$ cat src/rtl/hcu_pkg.sv
package hcu_pkg;

   typedef enum logic [1:0] {
      CLS_NOP = 2'd0,
      CLS_ADD = 2'd1,
      CLS_JMP = 2'd2,
      CLS_BRN = 2'd3
   } icls_e;

   typedef struct packed {
      logic pc_out;
      logic pc_in;
      logic mar_in;
      logic mdr_out;
      logic ir_in;
      logic y_in;
      logic y_clr;
      logic z_in;
      logic z_out;
      logic alu_cin;
      logic alu_add;
      logic offs_out;
      logic rf_out;
      logic rf_in;
      logic mem_rd;
      logic end_op;
   } ctrl_t;

   localparam int FETCH_PC   = 0;
   localparam int FETCH_WAIT = 1;
   localparam int FETCH_IR   = 2;
   localparam int EXEC_FIRST = 3;
   localparam int LAST_STEP  = 7;

endpackage

$ cat src/rtl/hcu_opdec.sv
module hcu_opdec #(
   parameter int OPC_W   = 4,
   parameter int OPC_ADD = 1,
   parameter int OPC_JMP = 2,
   parameter int OPC_BRN = 3
) (
   input  logic [OPC_W-1:0] opcode,
   output hcu_pkg::icls_e   cls
);
   import hcu_pkg::*;

   localparam int NCODE = 3;
   localparam int CODES [NCODE] = '{OPC_ADD, OPC_JMP, OPC_BRN};

   if (OPC_W < 2 || OPC_W > 16) begin : g_bad_width
      $error("hcu_opdec: OPC_W out of range");
   end
   for (genvar k = 0; k < NCODE; k++) begin : g_chk
      if (CODES[k] < 0 || CODES[k] >= (1 << OPC_W)) begin : g_bad_code
         $error("hcu_opdec: opcode does not fit field");
      end
      for (genvar j = k + 1; j < NCODE; j++) begin : g_dup
         if (CODES[k] == CODES[j]) begin : g_same
            $error("hcu_opdec: opcodes must be distinct");
         end
      end
   end

   logic [NCODE-1:0] hit;
   for (genvar k = 0; k < NCODE; k++) begin : g_match
      assign hit[k] = (opcode == OPC_W'(CODES[k]));
   end

   always_comb begin
      cls = CLS_NOP;
      if (hit[0])      cls = CLS_ADD;
      else if (hit[1]) cls = CLS_JMP;
      else if (hit[2]) cls = CLS_BRN;
   end

endmodule

$ cat src/rtl/hcu_sigtab.sv
module hcu_sigtab #(
   parameter int STEP_W = 3
) (
   input  logic [STEP_W-1:0] step,
   input  logic              first,
   input  hcu_pkg::icls_e    cls,
   input  logic              flag_n,
   output hcu_pkg::ctrl_t    ctrl,
   output logic              wait_mfc
);
   import hcu_pkg::*;

   if (STEP_W < 3) begin : g_bad_step
      $error("hcu_sigtab: STEP_W must hold eight steps");
   end

   always_comb begin
      ctrl     = '0;
      wait_mfc = 1'b0;
      if (step == STEP_W'(FETCH_PC)) begin
         ctrl.pc_out  = 1'b1;
         ctrl.mar_in  = 1'b1;
         ctrl.mem_rd  = 1'b1;
         ctrl.y_clr   = 1'b1;
         ctrl.alu_cin = 1'b1;
         ctrl.alu_add = 1'b1;
         ctrl.z_in    = 1'b1;
      end else if (step == STEP_W'(FETCH_WAIT)) begin
         wait_mfc   = 1'b1;
         ctrl.z_out = first;
         ctrl.pc_in = first;
      end else if (step == STEP_W'(FETCH_IR)) begin
         ctrl.mdr_out = 1'b1;
         ctrl.ir_in   = 1'b1;
      end else if (step == STEP_W'(EXEC_FIRST)) begin
         unique case (cls)
            CLS_ADD: begin
               ctrl.offs_out = 1'b1;
               ctrl.mar_in   = 1'b1;
               ctrl.mem_rd   = 1'b1;
            end
            CLS_JMP: begin
               ctrl.pc_out = 1'b1;
               ctrl.y_in   = 1'b1;
            end
            CLS_BRN: begin
               ctrl.pc_out = flag_n;
               ctrl.y_in   = flag_n;
               ctrl.end_op = ~flag_n;
            end
            default: ctrl.end_op = 1'b1;
         endcase
      end else if (step == STEP_W'(EXEC_FIRST + 1)) begin
         unique case (cls)
            CLS_ADD: begin
               wait_mfc    = 1'b1;
               ctrl.rf_out = first;
               ctrl.y_in   = first;
            end
            CLS_JMP, CLS_BRN: begin
               ctrl.offs_out = 1'b1;
               ctrl.alu_add  = 1'b1;
               ctrl.z_in     = 1'b1;
            end
            default: ctrl.end_op = 1'b1;
         endcase
      end else if (step == STEP_W'(EXEC_FIRST + 2)) begin
         unique case (cls)
            CLS_ADD: begin
               ctrl.mdr_out = 1'b1;
               ctrl.alu_add = 1'b1;
               ctrl.z_in    = 1'b1;
            end
            CLS_JMP, CLS_BRN: begin
               ctrl.z_out = 1'b1;
               ctrl.pc_in = 1'b1;
            end
            default: ctrl.end_op = 1'b1;
         endcase
      end else if (step == STEP_W'(EXEC_FIRST + 3) && cls == CLS_ADD) begin
         ctrl.z_out = 1'b1;
         ctrl.rf_in = 1'b1;
      end else begin
         ctrl.end_op = 1'b1;
      end
   end

endmodule

$ cat src/rtl/hcu_stepctr.sv
module hcu_stepctr #(
   parameter int STEP_W = 3
) (
   input  logic              clk,
   input  logic              rst_n,
   input  logic              wait_mfc,
   input  logic              mem_done,
   input  logic              end_op,
   output logic [STEP_W-1:0] step_q,
   output logic              first_q
);
   logic stall;
   assign stall = wait_mfc & ~mem_done & ~end_op;

   always_ff @(posedge clk or negedge rst_n) begin
      if (!rst_n) begin
         step_q  <= '0;
         first_q <= 1'b1;
      end else begin
         first_q <= ~stall;
         if (end_op)      step_q <= '0;
         else if (!stall) step_q <= step_q + 1'b1;
      end
   end

   assert_end_restart_R9: assert property (@(posedge clk) disable iff (!rst_n)
      end_op |=> (step_q == '0 && first_q));

   assert_wait_hold_R2: assert property (@(posedge clk) disable iff (!rst_n)
      (wait_mfc && !mem_done && !end_op) |=> ($stable(step_q) && !first_q));

   assert_step_advance_R12: assert property (@(posedge clk) disable iff (!rst_n)
      (!end_op && !(wait_mfc && !mem_done)) |=> (step_q == $past(step_q) + 1'b1));

endmodule

$ cat src/rtl/hcu_ctrl_unit.sv
module hcu_ctrl_unit #(
   parameter int OPC_W   = 4,
   parameter int STEP_W  = 3,
   parameter int OPC_ADD = 1,
   parameter int OPC_JMP = 2,
   parameter int OPC_BRN = 3
) (
   input  logic              clk,
   input  logic              rst_n,
   input  logic [OPC_W-1:0]  ir_opcode,
   input  logic              flag_n,
   input  logic              mem_done,
   output logic              pc_out,
   output logic              pc_in,
   output logic              mar_in,
   output logic              mdr_out,
   output logic              ir_in,
   output logic              y_in,
   output logic              y_clr,
   output logic              z_in,
   output logic              z_out,
   output logic              alu_cin,
   output logic              alu_add,
   output logic              ir_offs_out,
   output logic              rf_out,
   output logic              rf_in,
   output logic              mem_rd,
   output logic              end_op,
   output logic [STEP_W-1:0] step
);
   import hcu_pkg::*;

   icls_e             cls;
   ctrl_t             ctrl;
   logic              wait_mfc;
   logic              first;
   logic [STEP_W-1:0] step_q;

   hcu_opdec #(
      .OPC_W(OPC_W), .OPC_ADD(OPC_ADD), .OPC_JMP(OPC_JMP), .OPC_BRN(OPC_BRN)
   ) u_dec (
      .opcode (ir_opcode),
      .cls    (cls)
   );

   hcu_sigtab #(.STEP_W(STEP_W)) u_tab (
      .step     (step_q),
      .first    (first),
      .cls      (cls),
      .flag_n   (flag_n),
      .ctrl     (ctrl),
      .wait_mfc (wait_mfc)
   );

   hcu_stepctr #(.STEP_W(STEP_W)) u_ctr (
      .clk      (clk),
      .rst_n    (rst_n),
      .wait_mfc (wait_mfc),
      .mem_done (mem_done),
      .end_op   (ctrl.end_op),
      .step_q   (step_q),
      .first_q  (first)
   );

   assign pc_out      = ctrl.pc_out;
   assign pc_in       = ctrl.pc_in;
   assign mar_in      = ctrl.mar_in;
   assign mdr_out     = ctrl.mdr_out;
   assign ir_in       = ctrl.ir_in;
   assign y_in        = ctrl.y_in;
   assign y_clr       = ctrl.y_clr;
   assign z_in        = ctrl.z_in;
   assign z_out       = ctrl.z_out;
   assign alu_cin     = ctrl.alu_cin;
   assign alu_add     = ctrl.alu_add;
   assign ir_offs_out = ctrl.offs_out;
   assign rf_out      = ctrl.rf_out;
   assign rf_in       = ctrl.rf_in;
   assign mem_rd      = ctrl.mem_rd;
   assign end_op      = ctrl.end_op;
   assign step        = step_q;

   assert_one_driver_R10: assert property (@(posedge clk) disable iff (!rst_n)
      $onehot0({pc_out, z_out, mdr_out, ir_offs_out, rf_out}));

   assert_read_addr_R11: assert property (@(posedge clk) disable iff (!rst_n)
      mem_rd |-> mar_in);

endmodule

$ cat config.mk
export PLATFORM = sky130hd
export DESIGN_NAME = hcu_ctrl_unit
export DESIGN_NICKNAME = d
export VERILOG_FILES = /design/src/rtl/hcu_pkg.sv /design/src/rtl/hcu_opdec.sv /design/src/rtl/hcu_sigtab.sv /design/src/rtl/hcu_stepctr.sv /design/src/rtl/hcu_ctrl_unit.sv
export SDC_FILE = /design/constraint.sdc
export NUM_CORES = 1
export LEC_CHECK = 0
export BUFFER_PORTS_ARGS = -buffer_cell sky130_fd_sc_hd__buf_4
export CAP_MARGIN = 10
export CORE_AREA = 2 2 39 41
export CTS_CLUSTER_DIAMETER = 100
export DETAILED_ROUTE_END_ITERATION = 8
export DIE_AREA = 0 0 41 43
export PLACE_DENSITY = 0.77
export SLEW_MARGIN = 20
export SYNTH_ARGS = -nofsm -noshare
export SYNTH_HDL_FRONTEND = slang
export SYNTH_SLANG_ARGS = --single-unit
$ cat constraint.sdc
create_clock -name clk -period 3.35 [get_ports clk]
set_input_delay 0.335 -clock clk [delete_from_list [all_inputs] [get_ports clk]]
set_output_delay 0.335 -clock clk [all_outputs]
set_load 0.02 [all_outputs]
==> impl_results.md, run 1 <==
* Register bit total from synthesis at 4
* Seq pwr share at 13.5%
* Post-synth EDFFs at 0
* Initial core utilization at 38.6%
* Fmax at 0.410 GHz
* Slew Limit Headroom at 68.6%
* Sw Share at 53.1%
* Clk sinks at 4
* Final net count at 107
* Ys async rst share at 100%
* First-pass GRT wire length at 2.00 mm
* Post-CTS resize count at 0
* DRT Wirelength at 1.29 mm
* P per Cell Area at 1060 nW/um2
* CTS Buf Count at 3
* Slew @ Worst Pin at 0.465 ns
* # H-tree levels at 1
* Max Slew Vio Count at 0
* Initial antenna violation count at 0
* Max Buffers Root-to-Sink at 2
* Post-CTS setup buffers at 0
* Fin Setup TNS at 0 ns
* HPWL Detailed at 1.07 mm
* Clock Pin Slew Worst Setup and Hold Paths at 0.04 ns
* Core ar. at 1380 um2
* Critical R2R Launch: u_ctr.step_q[2]
* Antenna fix cells at 0
* Post-Syn Nets at 80
* Via count at 556
* Final period util at 72.7%
* RSZ-0062 raised after global routing: false
* Sequential fraction of the synthesis area at 19.0%
* Die width at 41 um
* 1st-iter DRT viols at 17
* R2r setup slk at 1.42 ns
* Cells on worst reg2reg path at 6
* Hold Crit Class: in2async
* CP required at 3.01 ns
* Int Pwr at 374 uW
* Number of max-cap violations at 0
* Clk pwr share at 8.0%
* Placer congestion estimate at 0.807
* Warnings, synthesis at 0
* Worst EP arrival at 2.10 ns
* Clock skew at 0.00674 ns
* DRC viols at 0
* Top FF cell, synth: dfrtp_1
* Final setup fails at 0
* Die height at 43 um
* Crit-path max FO at 12
* Floorplan row count at 14
* Crit path cell chain: inv_1 > ha_1 > and4b_1 > nor4b_1 > a211oi_2 > buf_4
* DR pass1 iterations at 4
* Fin crit period at 2.44 ns
* Max stage delay on crit path at 0.54 ns
* Static Leak at 0.000379 uW
* CP endpoint kind: output pin
* Port Buf Inserts at 26
* Routed len/inst at 11.9 um
* Antenna-violating nets left at 0
* Slowest CP cell: dfrtp_1
* P&R area growth vs syn at 40.5%
* Number of I/O pins at 27
* # hold bufs at CTS at 1
* Vias per cell at 5.10
* Tot GR Track Use at 16.6%
* Worst setup path class: reg2out
* Status: finished clean
* RR Endpoint: u_ctr.step_q[1]
* Final Hold Fails at 0
* Worst vdd ir at 570 uV
* Final Cell Area at 751 um2
* Synth Cell Area at 534 um2
* Layout cells sized above 1 at 37.6%
* Post-Syn Area per Cell at 7.97 um2
* Worst skew pair latency at 0.24 ns
* Worst setup SP type: flop
* DP Area at 714 um2
* Combinational power share at 78.4%
* Synth Instances at 67
* GRT overflow at 0
* Cell variety after synth at 31
* Clock root cell: clkbuf_4
* Vias in the first global route at 472
* Pin count of the biggest net entering global routing at 13
* CTS tree: done
* Die area at 1760 um2
* Sw Pwr at 422 uW
==> per-layer routing <==
layer	vias up	GRT usage [%]	wire length (um)
met3	0	3.14	82
met2	23	23.8	635
li1	289	-	-
met4	0	10.0	0
met5	-	0	0
met1	244	22.1	575
==> through the flow <==
step                hold slack (ns)  total power (uW)  worst slack (ns)  instances  utilization, %
floorplan                    0.0394               545              1.24         67               -
global placement              0.132               721              1.21        104            51.6
detailed placement            0.134               737              1.17        104            51.6
CTS                           0.418               805             0.906        109            54.2
global route                  0.431               864             0.743        109            54.2
finish                        0.434               796             0.914        109            54.2
==> registers in the layout, summed over array words and instances, names as in the netlist <==
signal	cells
u_ctr.first_q	1
u_ctr.step_q	3
==> layout make-up <==
type	count	area (um2)
inverters	5	18.8
fillers	139	633
repair buffers	27	205
clock buffers	4	26.3
multi-input cells	53	379
well taps	16	20.0
flip-flops and latches	4	101
==> cells by family (layout without fill, tap and decap cells) <==
| group | count (synthesis) | in the layout | share of synthesized area [%] |
|---|---|---|---|
| adders and majority gates | 5 | 5 | 11.7 |
| DFF | 4 | 4 | 19.0 |
| and+or+nand+nor | 33 | 33 | 38.2 |
| AOI/OAI and AO/OA | 13 | 13 | 17.6 |
| xor gates and xnor gates | 1 | 1 | 1.64 |
| buffers and inverters | 10 | 36 | 10.1 |
| muxes | 1 | 1 | 1.87 |
==> cell usage in the layout, fill, tap and decap left out <==
cell type	count
nand2b_1	1
o21bai_2	1
ha_1	5
xnor2_1	1
nand3_1	2
buf_4	26
nor4bb_1	1
a21oi_1	2
clkbuf_4	3
a21oi_2	1
inv_1	5
and4b_1	1
a32oi_1	1
dlygate4sd3_1	1
clkbuf_1	1
nor2b_1	3
nor3_1	1
nand2_1	3
nor3b_2	1
nor2_1	11
nor4b_1	2
a211oi_2	1
o21ai_1	3
a22oi_1	1
or2_1	1
nor4b_4	1
nor4_1	1
dfrtp_1	3
mux2i_1	1
and3_1	4
dfstp_2	1
o21a_1	1
a31oi_1	2
==> power groups by stage <==
| stage | clock network, uW | registers [uW] | logic [uW] |
|---|---|---|---|
| after floorplan | 0 | 111 | 434 |
| after global placement | 0 | 104 | 618 |
| after detailed placement | 0 | 107 | 629 |
| after CTS | 67.8 | 107 | 630 |
| after global routing | 72.4 | 112 | 680 |
| final | 63.9 | 108 | 624 |
==> synth_stat cells (2+ instances only) <==
library cell / n / share of area, %
a21oi_1: 2 / 1.9
a31oi_1: 2 / 2.3
and3_1: 4 / 4.7
buf_4: 4 / 5.6
dfrtp_1: 3 / 14
ha_1: 5 / 12
inv_1: 5 / 3.5
nand2_1: 3 / 2.1
nand3_1: 2 / 1.9
nor2_1: 11 / 7.7
nor2b_1: 3 / 3.5
nor4b_1: 2 / 3.3
o21ai_1: 3 / 2.8
==> worst max-delay path: cells and delay by family, from the launching register on <==
family,cells,cell delay [ns]
and+or+nand+nor,2,0.62
DFF,1,0.54
buffers and inverters,2,0.32
adders and majority gates,1,0.30
AOI/OAI and AO/OA,1,0.11
==> worst max path at each step <==
stage	startpoint	end	slack, ns	cells past startpoint
after floorplan	u_ctr.step_q[2]	z_out	1.24	7
after global placement	u_ctr.step_q[2]	end_op	1.21	6
after detailed placement	u_ctr.step_q[2]	end_op	1.17	6
after CTS	u_ctr.step_q[2]	end_op	0.91	6
after global routing	u_ctr.step_q[2]	end_op	0.74	6
final	u_ctr.step_q[2]	end_op	0.91	6
(Power assumes the default switching activity.)
==> run 2: changes to the inputs <==
--- a/config.mk
+++ b/config.mk
@@ -7,11 +7,10 @@
 export LEC_CHECK = 0
 export BUFFER_PORTS_ARGS = -buffer_cell sky130_fd_sc_hd__buf_4
 export CAP_MARGIN = 10
-export CORE_AREA = 2 2 39 41
+export CORE_UTILIZATION = 39
 export CTS_CLUSTER_DIAMETER = 100
 export DETAILED_ROUTE_END_ITERATION = 8
-export DIE_AREA = 0 0 41 43
-export PLACE_DENSITY = 0.77
+export PLACE_DENSITY = 0.78
 export SLEW_MARGIN = 20
 export SYNTH_ARGS = -nofsm -noshare
 export SYNTH_HDL_FRONTEND = slang
==> constraint.sdc (replaced) <==
create_clock -name clk -period 2 [get_ports clk]
set_input_delay 0.2 -clock clk [delete_from_list [all_inputs] [get_ports clk]]
set_output_delay 0.2 -clock clk [all_outputs]
set_load 0.02 [all_outputs]
==> impl_results.md, run 2 (synthesis gave the netlist of run 1 again) <==
* Die width at 39.0 um (-4.9%)
* Clock Pin Slew Worst Setup and Hold Paths at 0.04 ns (about the same)
* Max Slew Vio Count at 0 (unchanged)
* Slew Limit Headroom at 68.8% (+0.22 points)
* Worst setup SP type: flop
* Pin count of the biggest net entering global routing at 12 (-1)
* GRT met3 Usage at 6.36% (+3.2 points)
* Non-Filler Instances at 114 (+4.6%)
* Final Hold Fails at 0 (unchanged)
* Die area at 1520 um2 (-14%)
* Antenna-violating nets left at 0 (unchanged)
* DRC viols at 0 (unchanged)
* Worst vdd ir at 1150 uV (+100%)
* Worst EP arrival at 1.80 ns (-0.30 ns)
* First-pass GRT wire length at 2.40 mm (+20%)
* Placement Setup Slack at 0.0370 ns (-1.14 ns)
* Fin crit period at 2.00 ns
* Busiest grt layer: met2
* Initial core utilization at 45.0% (+6.4 points)
* Initial antenna violation count at 0 (unchanged)
* Antenna fix cells at 0 (unchanged)
* GRT overflow at 0 (unchanged)
* # H-tree levels at 1 (unchanged)
* Worst setup path class: reg2out
* Final period util at 99.8%
* Area of the multi-input gates at 469 um2 (+24%)
* CP endpoint kind: output pin
* Clock skew at 0.00263 ns (-0.00411 ns)
* Top Registers: u_ctr.step_q: 3 flops, u_ctr.first_q: 1 flops
* Hold Crit Class: in2async
* RSZ-0062 raised after global routing: true
* Port Buf Inserts at 26 (unchanged)
* Tot GR Track Use at 24.2% (+7.5 points)
* DRT Wirelength at 1.66 mm (+28%)
* RR Endpoint: u_ctr.step_q[0]
* Max Buffers Root-to-Sink at 2 (unchanged)
* Placed Instances at 105 (+0.96%)
* R2r setup slk at 0.16 ns (-1.26 ns)
* P&R area growth vs syn at 67.2%
* Core ar. at 1190 um2 (-14%)
* Critical R2R Launch: u_ctr.step_q[0]
* 1st-iter DRT viols at 24 (+7)
* Final net count at 114 (+6.5%)
* Slew @ Worst Pin at 0.462 ns (-0.00325 ns)
* Number of I/O pins at 27 (unchanged)
* Die height at 39.0 um (-9.3%)
* Via count at 613 (+10%)
* Placer congestion estimate at 0.843 (+4.4%)
* Clock root cell: clkbuf_4
* Static Leak at 0.000415 uW (+9.4%)
* CP required at 1.80 ns (-1.21 ns)
* Routing usage on met2 at 42.9% (+19 points)
* Routed len/inst at 14.5 um (+22%)
* Cells on worst reg2reg path at 7 (+1)
* Commonest non-fill, non-tap cell in the layout: buf_4
* Crit-path max FO at 4 (-8)
* Max FFs per register at 3 (unchanged)
* CTS tree: done
* Clk sinks at 4 (unchanged)
* Final setup fails at 0 (unchanged)
* DR pass1 iterations at 4 (unchanged)
* Final WS setup at 0.00399 ns (-0.910 ns)
* CTS Buf Count at 3 (unchanged)
* Worst skew pair latency at 0.23 ns (about the same)
* Vias per cell at 5.38 (+5.4%)
* Fmax at 0.501 GHz
* Status: finished clean
* GRT met1 Usage at 25.8% (+3.7 points)
* Number of max-cap violations at 0 (unchanged)
* Storage element area at 104 um2 (+2.5%)
* Most frequent cells in the layout: buf_4, nor2_1, inv_1, ha_4
* Floorplan row count at 12 (-2)
* HPWL Detailed at 1.06 mm (-0.27%)
* Vias in the first global route at 567 (+20%)
* Most flops, register: u_ctr.step_q
* P per Cell Area at 1810 nW/um2 (+70%)
* Layout cells sized above 1 at 56.0% (+18 points)
* Fillers at 80 (-42%)
run 2: changes by cell type in the layout (fill, tap and decap cells not counted), sizes merged:
cell,previous run,this run
buf,26,33
run 2: worst max-delay path by stage:
stage                         start              end  slack [ns]  cells after the start
finish              u_ctr.step_q[0]           end_op       0.004                      6
floorplan           u_ctr.step_q[0]  u_ctr.step_q[0]        0.02                      7
global route        u_ctr.step_q[0]           end_op       -0.02                      6
CTS                 u_ctr.step_q[1]           end_op       -0.02                      6
global placement    u_ctr.step_q[0]           end_op        0.07                      6
detailed placement  u_ctr.step_q[0]           end_op        0.04                      6
run 2: cell type report:
class                   instances  area share [%]
multi-input cells              53            52.5
repair buffers                 34            28.9
flip-flops and latches          4            11.6
clock buffers                   4            2.94
inverters                       5            2.10
well taps                      14            1.96
run 2: power breakdown:
part           leakage, uW  internal (uW)  switching (uW)
Combinational     0.000353            591             753
Clock            0.0000150           75.0            34.8
Sequential       0.0000466            124            34.8
Total             0.000415            790             823
run 2: metal layers:
| metal | part of all wire [%] | vias to the layer above |
|---|---|---|
| li1 | - | 302 |
| met1 | 37 | 281 |
| met2 | 57 | 30 |
| met3 | 5.1 | 0 |
| met4 | 0 | 0 |
| met5 | 0 | - |
run 2: worst max-delay path, stage by stage (launching register included):
cell	delay (ns)
dfrtp_2	0.43
ha_4	0.18
ha_4	0.17
and4b_1	0.21
nor4b_2	0.29
a211oi_2	0.10
buf_4	0.17
run 2: stage by stage:
step | utilization [%] | power, uW | setup TNS (ns) | hold slack [ns] | cell area [um2]
final | 75.3 | 1610 | 0 | 0.296 | 893
after detailed placement | 61.9 | 1270 | 0 | -0.00218 | 734
after global placement | 61.9 | 1250 | 0 | -0.00356 | 734
after global routing | 75.3 | 1740 | -0.0277 | 0.302 | 893
after floorplan | - | 913 | 0 | -0.0956 | 534
after CTS | 70.7 | 1470 | -0.0160 | 0.288 | 838
run 2: what timing repair did:
item                       in CTS  in global routing
hold endpoints to repair        4                  0
hold buffers                    1                  0
cloned                          0                  0
gates resized for setup         9                 10
buffers inserted                4                  0
pin swaps                       5                  3
setup endpoints to repair       7                  8
